File: src/rtl/bus_downsizer_pkg.sv
package bus_downsizer_pkg;
    localparam int WIDE_W = 36;
    localparam int LANE_W = 9;
    localparam int LANES  = WIDE_W / LANE_W;
    localparam int HALF_W = WIDE_W / 2;
    localparam int IDX_W  = $clog2(LANES);

    typedef enum logic [1:0] {
        MODE_LONG = 2'd0,
        MODE_WORD = 2'd1,
        MODE_BYTE = 2'd2
    } width_mode_t;

    typedef enum logic {
        ST_IDLE = 1'b0,
        ST_SEND = 1'b1
    } dsz_state_t;
endpackage

File: src/rtl/bus_downsizer_cfg.sv
module bus_downsizer_cfg
    import bus_downsizer_pkg::*;
(
    input  logic              clk,
    input  logic              rst_n,
    input  logic              narrow_en,
    input  logic              size_sel,
    input  logic              order_pin,
    output width_mode_t       mode,
    output logic              msb_first,
    output logic [IDX_W-1:0]  last_idx
);
    logic order_q;

    // The order is loaded only while reset is held; afterwards the pin is ignored.
    always_ff @(posedge clk) begin
        if (!rst_n) begin
            order_q <= order_pin;
        end
    end

    assign msb_first = order_q;

    always_comb begin
        if (!narrow_en) begin
            mode = MODE_LONG;
        end else if (size_sel) begin
            mode = MODE_BYTE;
        end else begin
            mode = MODE_WORD;
        end
    end

    always_comb begin
        unique case (mode)
            MODE_LONG: last_idx = '0;
            MODE_WORD: last_idx = IDX_W'(1);
            MODE_BYTE: last_idx = IDX_W'(LANES - 1);
            default:   last_idx = '0;
        endcase
    end

    // the latched order holds once reset is gone
    assert_order_held_R6: assert property (@(posedge clk) disable iff (!rst_n)
        $past(rst_n) |-> $stable(order_q));

    // width selects are static in operation
    assert_selects_static_R10: assert property (@(posedge clk) disable iff (!rst_n)
        $past(rst_n) |-> ($stable(narrow_en) && $stable(size_sel)));
endmodule

File: src/rtl/bus_downsizer_lane_mux.sv
module bus_downsizer_lane_mux
    import bus_downsizer_pkg::*;
(
    input  width_mode_t       mode,
    input  logic              msb_first,
    input  logic [IDX_W-1:0]  idx,
    input  logic [WIDE_W-1:0] word,
    output logic [WIDE_W-1:0] piece
);
    logic [LANE_W-1:0] lanes [LANES];
    logic [IDX_W-1:0]  lane_sel;
    logic              half_sel;

    for (genvar g = 0; g < LANES; g++) begin : g_lane
        assign lanes[g] = word[g*LANE_W +: LANE_W];
    end

    assign lane_sel = msb_first ? (IDX_W'(LANES - 1) - idx) : idx;
    assign half_sel = idx[0] ^ msb_first;

    always_comb begin
        piece = '0;
        unique case (mode)
            MODE_LONG: piece = word;
            MODE_WORD: piece[HALF_W-1:0] = half_sel ? word[WIDE_W-1 -: HALF_W]
                                                     : word[HALF_W-1:0];
            MODE_BYTE: piece[LANE_W-1:0] = lanes[lane_sel];
            default:   piece = '0;
        endcase
    end
endmodule

File: src/rtl/bus_downsizer.sv
module bus_downsizer
    import bus_downsizer_pkg::*;
(
    input  logic              clk,
    input  logic              rst_n,
    input  logic              narrow_en,
    input  logic              size_sel,
    input  logic              order_pin,
    input  logic              in_valid,
    output logic              in_ready,
    input  logic [WIDE_W-1:0] in_data,
    output logic              out_valid,
    input  logic              out_ready,
    output logic [WIDE_W-1:0] out_data
);
    width_mode_t       mode;
    logic              msb_first;
    logic [IDX_W-1:0]  last_idx;
    dsz_state_t        state_q, state_d;
    logic [IDX_W-1:0]  idx_q;
    logic [WIDE_W-1:0] word_q;
    logic              at_last;

    bus_downsizer_cfg u_cfg (
        .clk       (clk),
        .rst_n     (rst_n),
        .narrow_en (narrow_en),
        .size_sel  (size_sel),
        .order_pin (order_pin),
        .mode      (mode),
        .msb_first (msb_first),
        .last_idx  (last_idx)
    );

    bus_downsizer_lane_mux u_mux (
        .mode      (mode),
        .msb_first (msb_first),
        .idx       (idx_q),
        .word      (word_q),
        .piece     (out_data)
    );

    assign at_last = (idx_q == last_idx);

    // Next-state: accept, step, drain
    always_comb begin
        state_d = state_q;
        unique case (state_q)
            ST_IDLE: if (in_valid)             state_d = ST_SEND;
            ST_SEND: if (out_ready && at_last) state_d = ST_IDLE;
            default:                           state_d = ST_IDLE;
        endcase
    end

    // State register with the held word and piece index
    always_ff @(posedge clk) begin
        if (!rst_n) begin
            state_q <= ST_IDLE;
            idx_q   <= '0;
            word_q  <= '0;
        end else begin
            state_q <= state_d;
            unique case (state_q)
                ST_IDLE: begin
                    if (in_valid) begin
                        word_q <= in_data;
                        idx_q  <= '0;
                    end
                end
                ST_SEND: begin
                    if (out_ready) begin
                        idx_q <= at_last ? '0 : idx_q + IDX_W'(1);
                    end
                end
                default: idx_q <= '0;
            endcase
        end
    end

    // Outputs
    always_comb begin
        in_ready  = 1'b0;
        out_valid = 1'b0;
        unique case (state_q)
            ST_IDLE: in_ready  = 1'b1;
            ST_SEND: out_valid = 1'b1;
            default: in_ready  = 1'b0;
        endcase
    end

    // an accepted word produces a piece on the next cycle and blocks input
    assert_accept_blocks_R7: assert property (@(posedge clk) disable iff (!rst_n)
        (in_valid && in_ready) |=> (out_valid && !in_ready));

    // stalled piece holds
    assert_stall_hold_R8: assert property (@(posedge clk) disable iff (!rst_n)
        (out_valid && !out_ready) |=> (out_valid && $stable(out_data)));

    // long-word mode drains after a single piece
    assert_long_single_R1: assert property (@(posedge clk) disable iff (!rst_n)
        (!narrow_en && out_valid && out_ready) |=> in_ready);

    // byte mode keeps the upper bits clear
    assert_byte_upper_zero_R3: assert property (@(posedge clk) disable iff (!rst_n)
        (narrow_en && size_sel && out_valid) |-> (out_data[WIDE_W-1:LANE_W] == '0));

    // word mode keeps the upper half clear
    assert_word_upper_zero_R2: assert property (@(posedge clk) disable iff (!rst_n)
        (narrow_en && !size_sel && out_valid) |-> (out_data[WIDE_W-1:HALF_W] == '0));

    // first cycle after reset is idle
    assert_reset_idle_R9: assert property (@(posedge clk) disable iff (!rst_n)
        !$past(rst_n) |-> (in_ready && !out_valid));
endmodule

File: config.mk
export PLATFORM = sky130hd
export DESIGN_NAME = bus_downsizer
export DESIGN_NICKNAME = d
export VERILOG_FILES = /design/src/rtl/bus_downsizer_pkg.sv /design/src/rtl/bus_downsizer_cfg.sv /design/src/rtl/bus_downsizer_lane_mux.sv /design/src/rtl/bus_downsizer.sv
export SDC_FILE = /design/constraint.sdc
export NUM_CORES = 1
export LEC_CHECK = 0
export BUFFER_PORTS_ARGS = -buffer_cell sky130_fd_sc_hd__buf_2
export CORE_MARGIN = 1.5
export CORE_UTILIZATION = 35
export DETAILED_ROUTE_END_ITERATION = 16
export PLACE_DENSITY_LB_ADDON = 0.25
export RECOVER_POWER = 100
export SYNTH_ARGS = -nofsm -noshare
export SYNTH_HDL_FRONTEND = slang
export SYNTH_SLANG_ARGS = --single-unit
File: constraint.sdc
create_clock -name clk -period 1.9 [get_ports clk]
set_input_delay 0.285 -clock clk [delete_from_list [all_inputs] [get_ports clk]]
set_output_delay 0.285 -clock clk [all_outputs]
set_load 0.01 [all_outputs]
==> metrics.md, run 1 <==
| Metric | Value |
|---|---|
| Outcome | `complete, but fails checks` |
| Failing checks | `setup timing` |
| R2R Setup Slk | `0.56 ns` |
| Total grt overflow | `0` |
| Initial antenna violation count | `0` |
| Syn Inst Count | `296` |
| Final cell count without fillers | `460` |
| Syn Area/Cell | `7.672 sq um` |
| R2R depth | `5` |
| Worst rel slew slack | `38.12%` |
| Clk sinks | `40` |
| GR Util All Layers | `19.78%` |
| Max Cap Viol | `0` |
| Die Span Y | `83.55 um` |
| Top FF cell, synth | `dfxtp_1` |
| # hold bufs at CTS | `0` |
| Worst-path clk slew | `0.08 ns` |
| Number of placed I/O pins | `81` |
| Seq. cell area | `812.0 sq um` |
| Asr flop ratio synth | `0%` |
| WHS Path Cells | `3` |
| Vias/cell | `5.396` |
| Via count | `2482` |
| First DRT Iteration DRCs | `173` |
| Die X | `83.55 um` |
| Critical Path AT | `1.89 ns` |
| Post-synth EDFFs | `1` |
| PnR worst setup slack | `-0.2735 ns` |
| Final slew viol count | `0` |
| Worst IR drop on VDD | `0.4012 mV` |
| DR pass1 iterations | `4` |
| Final wirelength | `7.182 mm` |
| DP Cell Count | `443` |
| Final RePlAce weighted congestion | `0.8677` |
| Most common cell after layout, fill and taps aside | `buf_2` |
| Area occupied by multi-input gates | `0.001430 sq mm` |
| Wire length of the first global-routing pass | `11.16 mm` |
| Post-synthesis sequential area ratio | `35.70%` |
| Lkg Pwr | `1.278 nW` |
| Worst Path Max Fanout | `5` |
| Final hold viol count | `0` |
| DRC violations left | `0` |
| Final Power | `1.923 mW` |
| Die area | `0.006981 sq mm` |
| Hold Startpoint | `in_data[23]` |
| Area grow syn2layout | `34.21%` |
| CTS H-tree depth | `2` |
| Worst-Margin Slew | `0.9282 ns` |
| DP Worst Slack | `-0.03713 ns` |
| Layout cells sized above 1 | `37.34%` |
| Diodes inserted | `0` |
| Worst r2r src | `state_q$_SDFF_PN0_` |
| Core Rows | `29` |
| Commonest cells after routing, fill and taps aside | `buf_2 (80), nand2_1 (75), a21oi_1 (40)` |
| CP endpoint kind | `output pin` |
| Largest net degree at the start of global routing | `38` |
| Final Cell Area | `0.003048 sq mm` |
| CTS Root Cell | `clkbuf_8` |
| Placeable Area | `0.006314 sq mm` |
| WS Path Type | `register to output pin` |
| Nets | `425` |
| Worst min path class | `input port to register` |
| Vias in the first global route | `2284` |
| CTS buffer count | `5` |
| Yosys Warn Count | `0` |
| Worst skew pair latency | `0.29 ns` |
| Worst Hold End | `word_q[23]$_SDFFE_PN0P_` |
| CP Launch Type | `register` |
| Dpl cell area | `0.002734 sq mm` |
| CTS tree | `done` |
| Antenna-violating nets left | `0` |
| Clock skew | `0.005337 ns` |
| Port buffer count | `80` |
| Synthesized cell area | `0.002271 sq mm` |
| Library cells used by synthesis | `39` |
| RSZ-0062 raised after global routing | `true` |
| #FFs+latches synth | `40` |
| Required time worst endpoint | `1.62 ns` |
| Crit path time final | `2.173 ns` |
| Post-Syn Nets | `339` |
| Starting Density | `35.97%` |
| Post-layout util | `48.28%` |
| End of the worst register-to-register path | `word_q[20]$_SDFFE_PN0P_` |
| Tcrit/Tclk final | `114.4%` |
| Avg WL per Cell | `15.61 um` |
| Max Freq | `0.4601 GHz` |
| Hpwl dp | `4.947 mm` |
| Clk buf depth | `2` |
| Setup violators final | `18` |
| Filler Cell Count | `669` |
| Pwr dens | `631.0 mW/mm^2` |
==> synth_stat cells (all sizes together), types with 2 or more instances <==
library cell	instances	share of area, %
dfxtp	39	34
nor3	2	0.66
a22o	9	3.5
nor2	8	1.3
nor3b	3	1.7
nand2	76	13
inv	2	0.33
clkbuf	12	2.5
a211o	2	0.77
o311ai	2	0.77
o21ai	32	7.1
a21oi	40	8.8
o22ai	2	0.55
nor2b	22	6.4
and3b	3	1.2
a31oi	2	0.55
a41oi	7	2.7
buf	14	5.5
o211ai	2	0.66
a221o	7	3.1
==> cell families after synthesis <==
kind of cell,Yosys count,synth area share (%)
flops,40,35.70
buf+inv,28,8.320
mux,1,0.4408
compound gates,109,30.36
simple gates,118,25.18
==> layer usage <==
metal | share of wire (%) | global-route usage (%) | up-vias
met5 | 0 | 0 | -
met4 | 2.5 | 7.004 | 0
met3 | 7.5 | 4.451 | 12
met2 | 46 | 31.86 | 106
met1 | 44 | 26.10 | 1142
li1 | - | - | 1222
==> how the worst max path moves through the flow <==
stage,from,to,slack (ns)
2_1_floorplan,u_cfg.msb_first$_DFFE_PN_,out_data[1],0.21
3_3_place_gp,u_cfg.msb_first$_DFFE_PN_,out_data[5],0.05
3_5_place_dp,u_cfg.msb_first$_DFFE_PN_,out_data[1],-0.04
4_1_cts,u_cfg.msb_first$_DFFE_PN_,out_data[1],-0.25
5_1_grt,u_cfg.msb_first$_DFFE_PN_,out_data[1],-0.34
6_report,u_cfg.msb_first$_DFFE_PN_,out_data[6],-0.27
==> worst max-delay path, stage by stage, from the launching register on <==
cell and delay, ns:
edfxtp_1 0.40, buf_6 0.14, and2b_4 0.20, o21a_4 0.21
buf_2 0.15, a221o_1 0.35, buf_2 0.14
==> final cells by class <==
class / count / area share [%]
flip-flops and latches: 40 / 26.64
clock inverters: 1 / 0.1642
repair buffers: 103 / 20.36
multi-input cells: 230 / 46.92
clock buffers: 7 / 2.504
well taps: 77 / 3.161
inverters: 2 / 0.2463
==> where the power goes <==
group          switching [mW]  leakage (nW)  internal (mW)
Sequential             0.0574         0.330          0.891
Clock                   0.292        0.0422          0.258
Combinational           0.227         0.905          0.197
==> what timing repair did <==
action / 4_1_cts / 5_1_grt
endpoints found under the setup margin: 18 / 18
endpoints found under the hold margin: 0 / 0
buffers inserted: 4 / 3
resized for setup: 19 / 53
cloned: 1 / 2
pin swaps: 9 / 23
==> sequential cells by signal, summed over array words and instances, names as in the netlist <==
| name | flops |
|---|---|
| u_cfg.msb_first | 1 |
| state_q | 1 |
| word_q | 36 |
| idx_q | 2 |
==> metrics by stage <==
stage / hold slack [ns] / TNS [ns]
2_1_floorplan: 0.3839 / 0
3_3_place_gp: 0.4502 / 0
3_5_place_dp: 0.4610 / -0.1084
4_1_cts: 0.2023 / -3.264
5_1_grt: 0.2207 / -4.535
6_report: 0.2203 / -3.450
Note: power is estimated with default switching activity, not from simulation.
==> run 2: changes to the inputs <==
BUFFER_PORTS_ARGS = -buffer_cell sky130_fd_sc_hd__buf_4   (was -buffer_cell sky130_fd_sc_hd__buf_2)
RECOVER_POWER = 25   (was 100)
==> run 2 against run 1 <==
The run still ends with setup timing left; maximum frequency decreased by 0.58%; final cell count unchanged; critical path type unchanged; clock skew decreased by 0.0011 ns; clock-buffer cell count increased by 1.
==> metrics.md, run 2 (synthesis results as in run 1) <==
| Metric | Value |
|---|---|
| Outcome | `complete, but fails checks` |
| Failing checks | `setup timing` |
| Max Freq | `0.4574 GHz (-0.58%)` |
| Tcrit/Tclk final | `115.1% (+0.67 points)` |
| Crit path max-delay cell type | `edfxtp_1` |
| WS Path Type | `register to output pin` |
| CTS H-tree depth | `2 (unchanged)` |
| R2R Setup Slk | `0.57 ns (about the same)` |
| End of the worst register-to-register path | `word_q[24]$_SDFFE_PN0P_` |
| Final RePlAce weighted congestion | `0.8822 (+1.7%)` |
| CP endpoint kind | `output pin` |
| Placeable Area | `0.006314 sq mm (unchanged)` |
| Worst rel slew slack | `51.12% (+13 points)` |
| Critical Path AT | `1.90 ns (about the same)` |
| Number of placed I/O pins | `81 (unchanged)` |
| Final Power | `2.026 mW (+5.4%)` |
| Worst IR drop on VDD | `0.3410 mV (-15%)` |
| Worst Hold End | `u_cfg.msb_first$_DFFE_PN_` |
| Required time worst endpoint | `1.62 ns (about the same)` |
| Max FFs per register | `36 (unchanged)` |
| Worst-Margin Slew | `0.7333 ns (-0.1950 ns)` |
| Area grow syn2layout | `47.27%` |
| Worst Path Max Fanout | `5 (unchanged)` |
| DRC violations left | `0 (unchanged)` |
| Final slew viol count | `0 (unchanged)` |
| Worst skew pair latency | `0.29 ns (about the same)` |
| Initial antenna violation count | `0 (unchanged)` |
| Antenna-violating nets left | `0 (unchanged)` |
| Layout cells sized above 1 | `39.43% (+2.1 points)` |
| Top cell by count, worst path | `buf_6` |
| Most common cell after layout, fill and taps aside | `buf_4` |
| Top reg by flops | `word_q` |
| WHS Path Cells | `1 (-2)` |
| Clk buf depth | `2 (unchanged)` |
| Final wirelength | `7.233 mm (+0.71%)` |
| CTS buffer count | `5 (unchanged)` |
| Worst-path clk slew | `0.08 ns (about the same)` |
| Clk sinks | `40 (unchanged)` |
| Starting Density | `35.97% (unchanged)` |
| GR Util All Layers | `20.19% (+0.41 points)` |
| R2R depth | `5 (unchanged)` |
| Core Rows | `29 (unchanged)` |
| Total grt overflow | `0 (unchanged)` |
| Nets | `425 (unchanged)` |
| CP Launch Type | `register` |
| Wire length of the first global-routing pass | `11.35 mm (+1.7%)` |
| Die Span Y | `83.55 um (unchanged)` |
| Die X | `83.55 um (unchanged)` |
| Top Registers | `word_q x36, idx_q x2` |
| RSZ-0062 raised after global routing | `true` |
| Vias in the first global route | `2314 (+1.3%)` |
| DR pass1 iterations | `4 (unchanged)` |
| Setup violators final | `18 (unchanged)` |
| Via count | `2475 (-0.28%)` |
| Post-layout util | `52.97% (+4.7 points)` |
| Avg WL per Cell | `15.72 um (+0.71%)` |
| Total Neg Setup Slack | `-3.742 ns (-0.2919 ns)` |
| Worst min path class | `input port to register` |
| PnR worst setup slack | `-0.2862 ns (-0.01271 ns)` |
| Vias/cell | `5.380 (-0.28%)` |
| Lkg Pwr | `1.334 nW (+4.4%)` |
| Largest net degree at the start of global routing | `38 (unchanged)` |
| Diodes inserted | `0 (unchanged)` |
| Max Cap Viol | `0 (unchanged)` |
| Hold Startpoint | `order_pin` |
| Final hold viol count | `0 (unchanged)` |
| Filler Cell Count | `645 (-3.6%)` |
| First DRT Iteration DRCs | `153 (-12%)` |
| Hpwl dp | `4.967 mm (+0.40%)` |
| CTS tree | `done` |
| Worst r2r src | `state_q$_SDFF_PN0_` |
| Die area | `0.006981 sq mm (unchanged)` |
| Pwr dens | `605.8 mW/mm^2 (-4.0%)` |
| Critical Path Max Stage Delay | `0.43 ns (+0.03 ns)` |
| Cell Chain, Critical Path | `buf_6, nor3b_4, buf_4, o21ai_2, a41oi_2, a221o_1, buf_6` |
| # hold bufs at CTS | `0 (unchanged)` |
| Crit path time final | `2.186 ns (+0.01271 ns)` |
| CTS Root Cell | `clkbuf_8` |
| Port buffer count | `80 (unchanged)` |
| Clock skew | `0.004195 ns (-0.001142 ns)` |
| Commonest cells after routing, fill and taps aside | `buf_4 (77), nand2_1 (75), a21oi_1 (40)` |
## run 2: routing by layer
metal	global-route usage (%)	share of wire (%)	vias to the layer above
met1	27.15	44	1137
met2	33.11	47	101
li1	-	-	1223
met5	0	0	-
met3	4.055	6.8	14
met4	5.514	2.0	0
## run 2: worst max-delay path, delay by kind of cell, from the launching register on
family | cells | cell delay, ns
and+or+nand+nor | 1 | 0.15
DFF | 1 | 0.43
buffers and inverters | 3 | 0.45
AOI/OAI and AO/OA | 3 | 0.57
## run 2: where the power goes
part           internal [mW]  switching (mW)
Clock                  0.296           0.287
Combinational          0.261           0.232
Sequential             0.890          0.0596
Total                   1.45           0.579
## run 2: area by class of cell
cell class / count / area (sq um) / area share [%]
timing repair buffer: 104 / 897.1 / 26.82
multi-input combinational: 229 / 1438 / 42.99
tap: 77 / 96.34 / 2.881
inverter: 2 / 7.507 / 0.2245
sequential: 40 / 815.8 / 24.39
clock buffer: 8 / 90.09 / 2.694
## run 2: timing repair
action	4_1_cts	5_1_grt
setup buffers	4	0
endpoints found under the setup margin	18	18
cloned	1	1
gates resized for setup	54	38
pin swaps	20	16
## run 2: per-stage QoR
step                      setup slack, ns  cells  hold slack, ns  area [sq um]
after global routing              -0.3501    460          0.1808          3344
after global placement           -0.04622    447          0.4489          2964
after CTS                         -0.2588    460          0.1618          3249
after floorplan                    0.2065    296          0.3839          2271
final                             -0.2862    460          0.1867          3344
after detailed placement         -0.08097    447          0.4565          2964
## run 2: worst max-delay path by stage
stage,startpoint,to,slack [ns],cells after the start
after floorplan,u_cfg.msb_first$_DFFE_PN_,out_data[1],0.21,6
after global placement,u_cfg.msb_first$_DFFE_PN_,out_data[0],-0.05,5
after detailed placement,idx_q[0]$_SDFFE_PN0P_,out_data[2],-0.08,7
after CTS,u_cfg.msb_first$_DFFE_PN_,out_data[1],-0.26,6
after global routing,u_cfg.msb_first$_DFFE_PN_,out_data[2],-0.35,7
final,u_cfg.msb_first$_DFFE_PN_,out_data[8],-0.29,7
